[src/rtl/out_ep_gate_pkg.sv]
package out_ep_gate_pkg;

  typedef enum logic [1:0] {
    RA_SELECT = 2'd0,
    RA_ARM    = 2'd1,
    RA_GO     = 2'd2,
    RA_SPARE  = 2'd3
  } reg_addr_e;

  // A transaction may enter the FIFO only if its endpoint is armed and go is set.
  function automatic logic gate_open(input logic armed, input logic go);
    return armed & go;
  endfunction

  // Next go value: a software write wins, else an accepted completion clears it.
  function automatic logic next_go(input logic cur, input logic sw_wr,
                                   input logic sw_val, input logic done_ok);
    if (sw_wr)        return sw_val;
    else if (done_ok) return 1'b0;
    else              return cur;
  endfunction

endpackage

[src/rtl/oeg_regs.sv]
module oeg_regs
  import out_ep_gate_pkg::*;
#(
  parameter int NUM_EP = 16,
  parameter int DATA_W = 8,
  localparam int EP_W = $clog2(NUM_EP)
) (
  input  logic              clk,
  input  logic              rst_n,
  input  logic              cpu_wr,
  input  logic [1:0]        cpu_addr,
  input  logic [DATA_W-1:0] cpu_wdata,
  input  logic [NUM_EP-1:0] arm_vec,
  input  logic              go,
  output logic [EP_W-1:0]   sel,
  output logic              arm_wr,
  output logic              go_wr,
  output logic              wbit,
  output logic [DATA_W-1:0] cpu_rdata
);

  reg_addr_e addr;
  logic      unused_wbits;

  assign addr         = reg_addr_e'(cpu_addr);
  assign arm_wr       = cpu_wr && (addr == RA_ARM);
  assign go_wr        = cpu_wr && (addr == RA_GO);
  assign wbit         = cpu_wdata[0];
  assign unused_wbits = ^cpu_wdata[DATA_W-1:EP_W];

  always_ff @(posedge clk) begin
    if (!rst_n)
      sel <= '0;
    else if (cpu_wr && addr == RA_SELECT)
      sel <= cpu_wdata[EP_W-1:0];
  end

  always_comb begin
    unique case (addr)
      RA_SELECT: cpu_rdata = DATA_W'(sel);
      RA_ARM:    cpu_rdata = DATA_W'(arm_vec[sel]);
      RA_GO:     cpu_rdata = DATA_W'(go);
      default:   cpu_rdata = '0;
    endcase
  end

endmodule

[src/rtl/oeg_arm_map.sv]
module oeg_arm_map #(
  parameter int NUM_EP  = 16,
  parameter int CTRL_EP = 0,
  localparam int EP_W = $clog2(NUM_EP)
) (
  input  logic              clk,
  input  logic              rst_n,
  input  logic              arm_wr,
  input  logic [EP_W-1:0]   sel,
  input  logic              wbit,
  input  logic              done_ok,
  input  logic [EP_W-1:0]   done_ep,
  output logic [NUM_EP-1:0] arm_vec
);

  for (genvar i = 0; i < NUM_EP; i++) begin : g_ep
    logic hit_sw;
    assign hit_sw = arm_wr && (sel == EP_W'(i));

    if (i == CTRL_EP) begin : g_ctrl
      // Control endpoint: disarmed after each accepted packet, software write wins.
      logic hit_done;
      assign hit_done = done_ok && (done_ep == EP_W'(i));
      always_ff @(posedge clk) begin
        if (!rst_n)        arm_vec[i] <= 1'b0;
        else if (hit_sw)   arm_vec[i] <= wbit;
        else if (hit_done) arm_vec[i] <= 1'b0;
      end
    end else begin : g_data
      // Ordinary endpoint: arm flag is sticky.
      always_ff @(posedge clk) begin
        if (!rst_n)      arm_vec[i] <= 1'b0;
        else if (hit_sw) arm_vec[i] <= wbit;
      end
    end
  end

endmodule

[src/rtl/oeg_xfer.sv]
module oeg_xfer
  import out_ep_gate_pkg::*;
#(
  parameter int NUM_EP = 16,
  localparam int EP_W = $clog2(NUM_EP)
) (
  input  logic            clk,
  input  logic            rst_n,
  input  logic            pkt_start,
  input  logic [EP_W-1:0] pkt_ep,
  input  logic            pkt_done,
  input  logic            start_armed,
  input  logic            go_wr,
  input  logic            wbit,
  output logic            go,
  output logic            accept,
  output logic            done_ok,
  output logic [EP_W-1:0] done_ep
);

  logic            busy;
  logic            granted;
  logic [EP_W-1:0] cur_ep;

  assign done_ok = pkt_done && busy && granted;
  assign done_ep = cur_ep;
  assign accept  = busy && granted;

  always_ff @(posedge clk) begin
    if (!rst_n) begin
      busy    <= 1'b0;
      granted <= 1'b0;
      cur_ep  <= '0;
    end else if (pkt_start) begin
      busy    <= 1'b1;
      granted <= gate_open(start_armed, go);
      cur_ep  <= pkt_ep;
    end else if (pkt_done) begin
      busy    <= 1'b0;
      granted <= 1'b0;
    end
  end

  always_ff @(posedge clk) begin
    if (!rst_n) go <= 1'b0;
    else        go <= next_go(go, go_wr, wbit, done_ok);
  end

endmodule

[src/rtl/out_ep_gate.sv]
module out_ep_gate
  import out_ep_gate_pkg::*;
#(
  parameter int NUM_EP  = 16,
  parameter int DATA_W  = 8,
  parameter int CTRL_EP = 0,
  localparam int EP_W = $clog2(NUM_EP)
) (
  input  logic              clk,
  input  logic              rst_n,
  input  logic              cpu_wr,
  input  logic [1:0]        cpu_addr,
  input  logic [DATA_W-1:0] cpu_wdata,
  output logic [DATA_W-1:0] cpu_rdata,
  input  logic              pkt_start,
  input  logic [EP_W-1:0]   pkt_ep,
  input  logic              pkt_done,
  output logic              pkt_accept,
  output logic              pending
);

  logic [NUM_EP-1:0] arm_vec;
  logic [EP_W-1:0]   sel;
  logic              arm_wr;
  logic              go_wr;
  logic              wbit;
  logic              go;
  logic              done_ok;
  logic [EP_W-1:0]   done_ep;
  logic              start_armed;

  assign start_armed = arm_vec[pkt_ep];
  assign pending     = go && (|arm_vec);

  oeg_regs #(.NUM_EP(NUM_EP), .DATA_W(DATA_W)) u_regs (
    .clk(clk), .rst_n(rst_n), .cpu_wr(cpu_wr), .cpu_addr(cpu_addr),
    .cpu_wdata(cpu_wdata), .arm_vec(arm_vec), .go(go), .sel(sel),
    .arm_wr(arm_wr), .go_wr(go_wr), .wbit(wbit), .cpu_rdata(cpu_rdata)
  );

  oeg_arm_map #(.NUM_EP(NUM_EP), .CTRL_EP(CTRL_EP)) u_arm (
    .clk(clk), .rst_n(rst_n), .arm_wr(arm_wr), .sel(sel), .wbit(wbit),
    .done_ok(done_ok), .done_ep(done_ep), .arm_vec(arm_vec)
  );

  oeg_xfer #(.NUM_EP(NUM_EP)) u_xfer (
    .clk(clk), .rst_n(rst_n), .pkt_start(pkt_start), .pkt_ep(pkt_ep),
    .pkt_done(pkt_done), .start_armed(start_armed), .go_wr(go_wr),
    .wbit(wbit), .go(go), .accept(pkt_accept), .done_ok(done_ok),
    .done_ep(done_ep)
  );

endmodule

[config.mk]
export PLATFORM = sky130hd
export DESIGN_NAME = out_ep_gate
export DESIGN_NICKNAME = d
export VERILOG_FILES = /design/src/rtl/out_ep_gate_pkg.sv /design/src/rtl/oeg_regs.sv /design/src/rtl/oeg_arm_map.sv /design/src/rtl/oeg_xfer.sv /design/src/rtl/out_ep_gate.sv
export SDC_FILE = /design/constraint.sdc
export NUM_CORES = 1
export LEC_CHECK = 0
export BUFFER_PORTS_ARGS = -buffer_cell sky130_fd_sc_hd__clkbuf_2
export CAP_MARGIN = 20
export CORE_ASPECT_RATIO = 0.75
export CORE_MARGIN = 4
export CORE_UTILIZATION = 50
export DETAILED_ROUTE_END_ITERATION = 16
export PLACE_DENSITY = 0.87
export SLEW_MARGIN = 20
export SYNTH_ARGS = -nofsm -noshare
export SYNTH_HDL_FRONTEND = slang
export SYNTH_SLANG_ARGS = --single-unit
[constraint.sdc]
create_clock -name clk -period 1.8 [get_ports clk]
set_clock_uncertainty 0.15 [all_clocks]
set_input_delay 0.18 -clock clk [delete_from_list [all_inputs] [get_ports clk]]
set_output_delay 0.18 -clock clk [all_outputs]
set_load 0.01 [all_outputs]
==> results.txt, run 1 <==
Post-synthesis async set-or-reset flop share: 0
Post-synth EDFFs: 0
Fin Setup TNS: -0.336 ns
Mapped Cells: 161
# hold bufs at CTS: 0
Die width: 73.5 um
# DRC: 0
Synth Warn #: 0
Port bufs: 20
Part of the Yosys area used for sequential elements: 0.336
Post-synth top cells: dfxtp_1, mux2i_1, nor2b_1
DRT antenna net count: 0
Final setup viols: 1
Post-Place Setup Slack: -0.162 ns
Root Driver: clkbuf_8
Min-Delay Path Depth: 3
Core Area: 3020 um2
Drt pass-1 iters: 4
HPWL after DPL: 2.73 mm
Crit path DAT: 1.81 ns
Power per cell area: 604 nW/um2
Clock sinks: 27
Crit path max fanout: 5
Clock transition at path regs: 0.10 ns
Hold Vio Cnt, Final: 0
Pin count of the biggest net entering global routing: 29
Placed Instances: 215
Reg-to-Reg End: u_arm.arm_vec[10]$_SDFFE_PN0P_
Worst Min Path Start: cpu_wdata[2]
Final min period: 2.14 ns
Cts bufs inserted: 3
Area of the die: 4200 um2
HP Class: in -> reg
Drt wl/cell: 17.1 um
Status: complete, but fails checks
Critical Path Start Type: flop
IO Count: 29
Die Height: 57.1 um
Period utilization: 1.19
Min Hold Slack: 0.0137 ns
Yosys reg bits: 27
Clk_lat worst skew: 0.28 ns
DR vias/cell: 5.94
Post-synth top area cell: dfxtp_1
Fin worst setup slack: -0.336 ns
Max Fclk: 0.468 GHz
Filler cells: 243
Gpl congestion: 0.921
Initial antenna violation count: 0
Nets: 202
Inserted Diodes: 0
Area grow syn2layout: 12.7%
Global-route wire length before repair: 6.05 mm
Post-Route WL: 3.77 mm
Flop-to-flop setup slack: 0.06 ns
Vias in the first global route: 1251
Worst Hold Endpoint: u_regs.sel[2]$_SDFFE_PN0P_
Max cap viols: 0
Ranking of synthesized cells by area: dfxtp_1, mux2i_1, nor2b_1
Rows: 17
Synth top area share: 0.336
Grt ovf: 0
Mapped Avg Cell Area: 9.99 um2
RSZ-0062 raised after global routing: true
Total track usage: 0.181
Reg-to-reg startpoint: u_regs.sel[3]$_SDFFE_PN0P_
CP Capture Type: output pin
Syn Std Cell Area: 1610 um2
Number of cells on the worst reg-to-reg path: 5
CTS H-tree lvls: 1
Final Slew Violations: 0
Layout cells sized above 1: 0.236
Starting Density: 0.532
Failing checks: negative setup slack
CP Class: reg -> out
CTS tree: yes
Non-Filler Instances: 220
LEAKAGE: 0.735 nW
Unique masters post-synth: 33
Critical Path RT: 1.47 ns
Via count: 1306
Synth Flop Type: dfxtp_1
CP Launch Point: u_regs.sel[0]$_SDFFE_PN0P_
Max IR drop VDD: 0.403 mV
Initial DRC count: 129
Total chip power: 1.09 mW
CTS max path bufs: 2
through the flow:
| step | util | area (um2) |
|---|---|---|
| floorplan | - | 1620 |
| global placement | 0.579 | 1750 |
| detailed placement | 0.579 | 1750 |
| CTS | 0.598 | 1810 |
| global route | 0.600 | 1810 |
| finish | 0.600 | 1810 |
cell families after synthesis:
| logic type | share of synthesized area |
|---|---|
| buffers and inverters | 0.0584 |
| muxes | 0.289 |
| other | 0.00233 |
| DFF | 0.336 |
| and+or+nand+nor | 0.275 |
| AOI/OAI and AO/OA | 0.0389 |
layer usage:
layer / up-vias / wire length (um) / GRT usage
li1: 624 / - / -
met1: 619 / 1720 / 0.241
met2: 61 / 1740 / 0.293
met3: 2 / 303 / 0.0528
met4: 0 / 9 / 0.0336
met5: - / 0 / 0
layout by cell type, fill, tap and decap left out, types with 3 or more instances in the layout:
master / Yosys / layout
buf_4: 4 / 9
nor4_1: 6 / 6
nor3_1: 6 / 6
nand2_1: 4 / 4
conb_1: 1 / 4
mux4_2: 4 / 5
and2_1: 5 / 5
nor2b_1: 27 / 27
clkbuf_8: 0 / 3
dfxtp_1: 27 / 24
mux4_1: 4 / 3
nand3_1: 10 / 10
clkbuf_2: 0 / 20
mux2i_1: 27 / 27
power breakdown:
part / switching [mW] / total [mW] / internal [mW]
clock: 0.190 / 0.349 / 0.159
sequential: 0.0133 / 0.621 / 0.608
combinational: 0.0662 / 0.124 / 0.0580
how the worst max path moves through the flow:
stage	end	cells after the start
floorplan	cpu_rdata[0]	5
global placement	cpu_rdata[0]	6
detailed placement	cpu_rdata[0]	6
CTS	cpu_rdata[0]	5
global route	cpu_rdata[0]	5
finish	cpu_rdata[0]	5
sequential cells by signal, indices dropped and copies added (netlist names):
register / flops
u_xfer.granted: 1
u_xfer.go: 1
u_arm.arm_vec: 16
u_xfer.done_ep: 4
u_xfer.busy: 1
u_regs.sel: 4
critical path, stage by stage (launching register included):
cell      delay (ns)
dfxtp_4         0.40
mux4_2          0.52
a22oi_2         0.18
nand3_1         0.11
a31o_1          0.19
clkbuf_2        0.12
area by class of cell:
type / instances / area, um2 / area share
Sequential cell: 27 / 547 / 0.302
Tap cell: 38 / 47.5 / 0.0262
Multi-Input combinational cell: 119 / 986 / 0.544
Clock buffer: 4 / 45.0 / 0.0249
Inverter: 2 / 7.51 / 0.00414
Timing Repair Buffer: 30 / 179 / 0.0988
timing repair:
item                       CTS  global route
buffers inserted             0             1
setup endpoints to repair    1             2
pin swaps                    3             2
gates resized for setup      5             2
Note: power is estimated with default switching activity, not from simulation.
==> run 2, diff against run 1 <==
--- a/config.mk
+++ b/config.mk
@@ -11,6 +11,7 @@
 export CORE_MARGIN = 4
 export CORE_UTILIZATION = 50
 export DETAILED_ROUTE_END_ITERATION = 16
+export GPL_TIMING_DRIVEN = 0
 export PLACE_DENSITY = 0.87
 export SLEW_MARGIN = 20
 export SYNTH_ARGS = -nofsm -noshare
==> run 2 against run 1 <==
The flow still finishes with violations (negative setup slack). First-iteration DRC count decreased by 1.6%. Register-to-register slack better by 0.07 ns. Non-clock buffer count increased by 5. Clock power decreased by 4%. Combinational power grew 11%. Global-route usage grew 0.84 points. Hold slack worse by 0.00097 ns. Critical path depth increased by 1. Setup slack improved by 0.016 ns. Power shrank 0.39%. Final cell count grew 2.3%. Clock-buffer cell count is the same. Critical path type unchanged.
==> results.txt, run 2 (synthesized netlist as in run 1, its figures left out) <==
Clock transition at path regs: 0.09 ns (about the same)
Starting Density: 0.532 (unchanged)
Global-route wire length before repair: 6.16 mm (+1.8%)
# hold bufs at CTS: 0 (unchanged)
Initial antenna violation count: 0 (unchanged)
Fin util: 0.606 (+0.00580)
Family with the most delay on the worst path: multiplexers
Total track usage: 0.189 (+0.00844)
Slowest stage delay, CP: 0.48 ns (-0.04 ns)
Initial DRC count: 127 (-1.6%)
Inserted Diodes: 0 (unchanged)
Clk_lat worst skew: 0.27 ns (about the same)
Vias in the first global route: 1223 (-2.2%)
Max IR drop VDD: 0.432 mV (+7.3%)
Min Hold Slack: 0.0127 ns (-0.000967 ns)
Critical Path Start Type: flop
Fin worst setup slack: -0.320 ns (+0.0160 ns)
Largest register FFs: 16 (unchanged)
Crit path max fanout: 4 (-1)
Filler cells: 264 (+8.6%)
RSZ-0062 raised after global routing: true
HP Class: in -> reg
Non-Filler Instances: 225 (+2.3%)
LEAKAGE: 0.746 nW (+1.5%)
Flop-to-flop setup slack: 0.13 ns (+0.07 ns)
WP buf/inv: 2 (+1)
Grt ovf: 0 (unchanged)
Drt pass-1 iters: 4 (unchanged)
DRT antenna net count: 0 (unchanged)
Critical Path RT: 1.47 ns (about the same)
Die Height: 57.1 um (unchanged)
Total chip power: 1.09 mW (-0.39%)
Port bufs: 17 (-15%)
Period utilization: 1.18 (-0.00890)
Largest reg by FF count: u_arm.arm_vec
Critical path's slowest cell: mux4_2
CTS tree: yes
Max Fclk: 0.472 GHz (+0.76%)
Cts bufs inserted: 3 (unchanged)
Worst path cell trace: buf_4 > mux4_2 > nand3_1 > nand3_1 > a31o_1 > clkbuf_2
IO Count: 29 (unchanged)
Status: complete, but fails checks
Die width: 73.5 um (unchanged)
Max cap viols: 0 (unchanged)
DR vias/cell: 5.93 (-0.13%)
Final setup viols: 1 (unchanged)
Gpl congestion: 0.997 (+8.2%)
Highest-count cells in the layout ignoring fill and taps: nor2b_1, mux2i_1, dfxtp_1
Drt wl/cell: 16.4 um (-4.1%)
CP dominant cell by count: nand3_1
Post-Route WL: 3.69 mm (-1.9%)
Via count: 1334 (+2.1%)
Hold Vio Cnt, Final: 0 (unchanged)
# DRC: 0 (unchanged)
Root Driver: clkbuf_8
Core Area: 3020 um2 (unchanged)
Area grow syn2layout: 13.8%
CP Capture Type: output pin
CP Class: reg -> out
Rows: 17 (unchanged)
HPWL after DPL: 2.77 mm (+1.6%)
Failing checks: negative setup slack
Final min period: 2.12 ns (-0.0160 ns)
Final Slew Violations: 0 (unchanged)
Power per cell area: 596 nW/um2 (-1.3%)
CTS H-tree lvls: 1 (unchanged)
Pin count of the biggest net entering global routing: 15 (-48%)
Area of the die: 4200 um2 (unchanged)
Fin Setup TNS: -0.320 ns (+0.0160 ns)
Layout cells sized above 1: 0.209 (-0.0277)
Nets: 207 (+2.5%)
CTS max path bufs: 2 (unchanged)
Clock sinks: 27 (unchanged)
Placed Instances: 219 (+1.9%)
Crit path DAT: 1.79 ns (-0.02 ns)
[run 2: cell types whose count changed in the layout (fill, tap and decap cells not counted), sizes merged]
cell / change
clkbuf: +5
[run 2: through the flow]
stage                     setup slack (ns)  area (um2)
after CTS                           -0.347        1820
after floorplan                     0.0184        1620
after detailed placement            -0.233        1750
final                               -0.320        1830
after global placement              -0.203        1750
after global routing                -0.379        1830
[run 2: cell type report]
class	count	area, um2	share of cell area
Multi-Input combinational cell	119	990	0.541
Sequential cell	27	544	0.298
Timing Repair Buffer	19	100	0.0547
Buffer	16	95.1	0.0520
Tap cell	38	47.5	0.0260
Clock buffer	4	45.0	0.0246
Inverter	2	7.51	0.00410
[run 2: timing repair]
item | CTS | global route
gates cloned | 0 | 0
setup buffers | 1 | 1
resized for setup | 6 | 0
pin swaps | 3 | 2
setup endpoints to repair | 1 | 1
[run 2: layer usage]
| metal | track usage | part of all wire |
|---|---|---|
| met3 | 0.0528 | 0.11 |
| met1 | 0.292 | 0.46 |
| met4 | 0.0439 | 0.022 |
| met5 | 0 | 0 |
| met2 | 0.259 | 0.41 |
[run 2: final timing paths]
path	from	end	cells past startpoint
max reg2reg	u_regs.sel[1]$_SDFFE_PN0P_	u_arm.arm_vec[0]$_SDFFE_PN0P_	5
max	u_regs.sel[0]$_SDFFE_PN0P_	cpu_rdata[0]	6
min	cpu_wdata[1]	u_regs.sel[1]$_SDFFE_PN0P_	3
min reg2reg	u_xfer.go$_SDFFE_PN0P_	u_xfer.go$_SDFFE_PN0P_	2
[run 2: power breakdown]
part           internal, mW  switching (mW)  total [mW]
clock network         0.158           0.177       0.335
registers             0.608         0.00879       0.616
logic                0.0651          0.0733       0.138
[run 2: worst register-to-register path, cell delays in order, from the launching register on]
cell       delay [ns]
dfxtp_1          0.30
buf_2            0.18
nand4bb_1        0.31
nor4_1           0.32
mux2i_1          0.24
nor2b_1          0.06
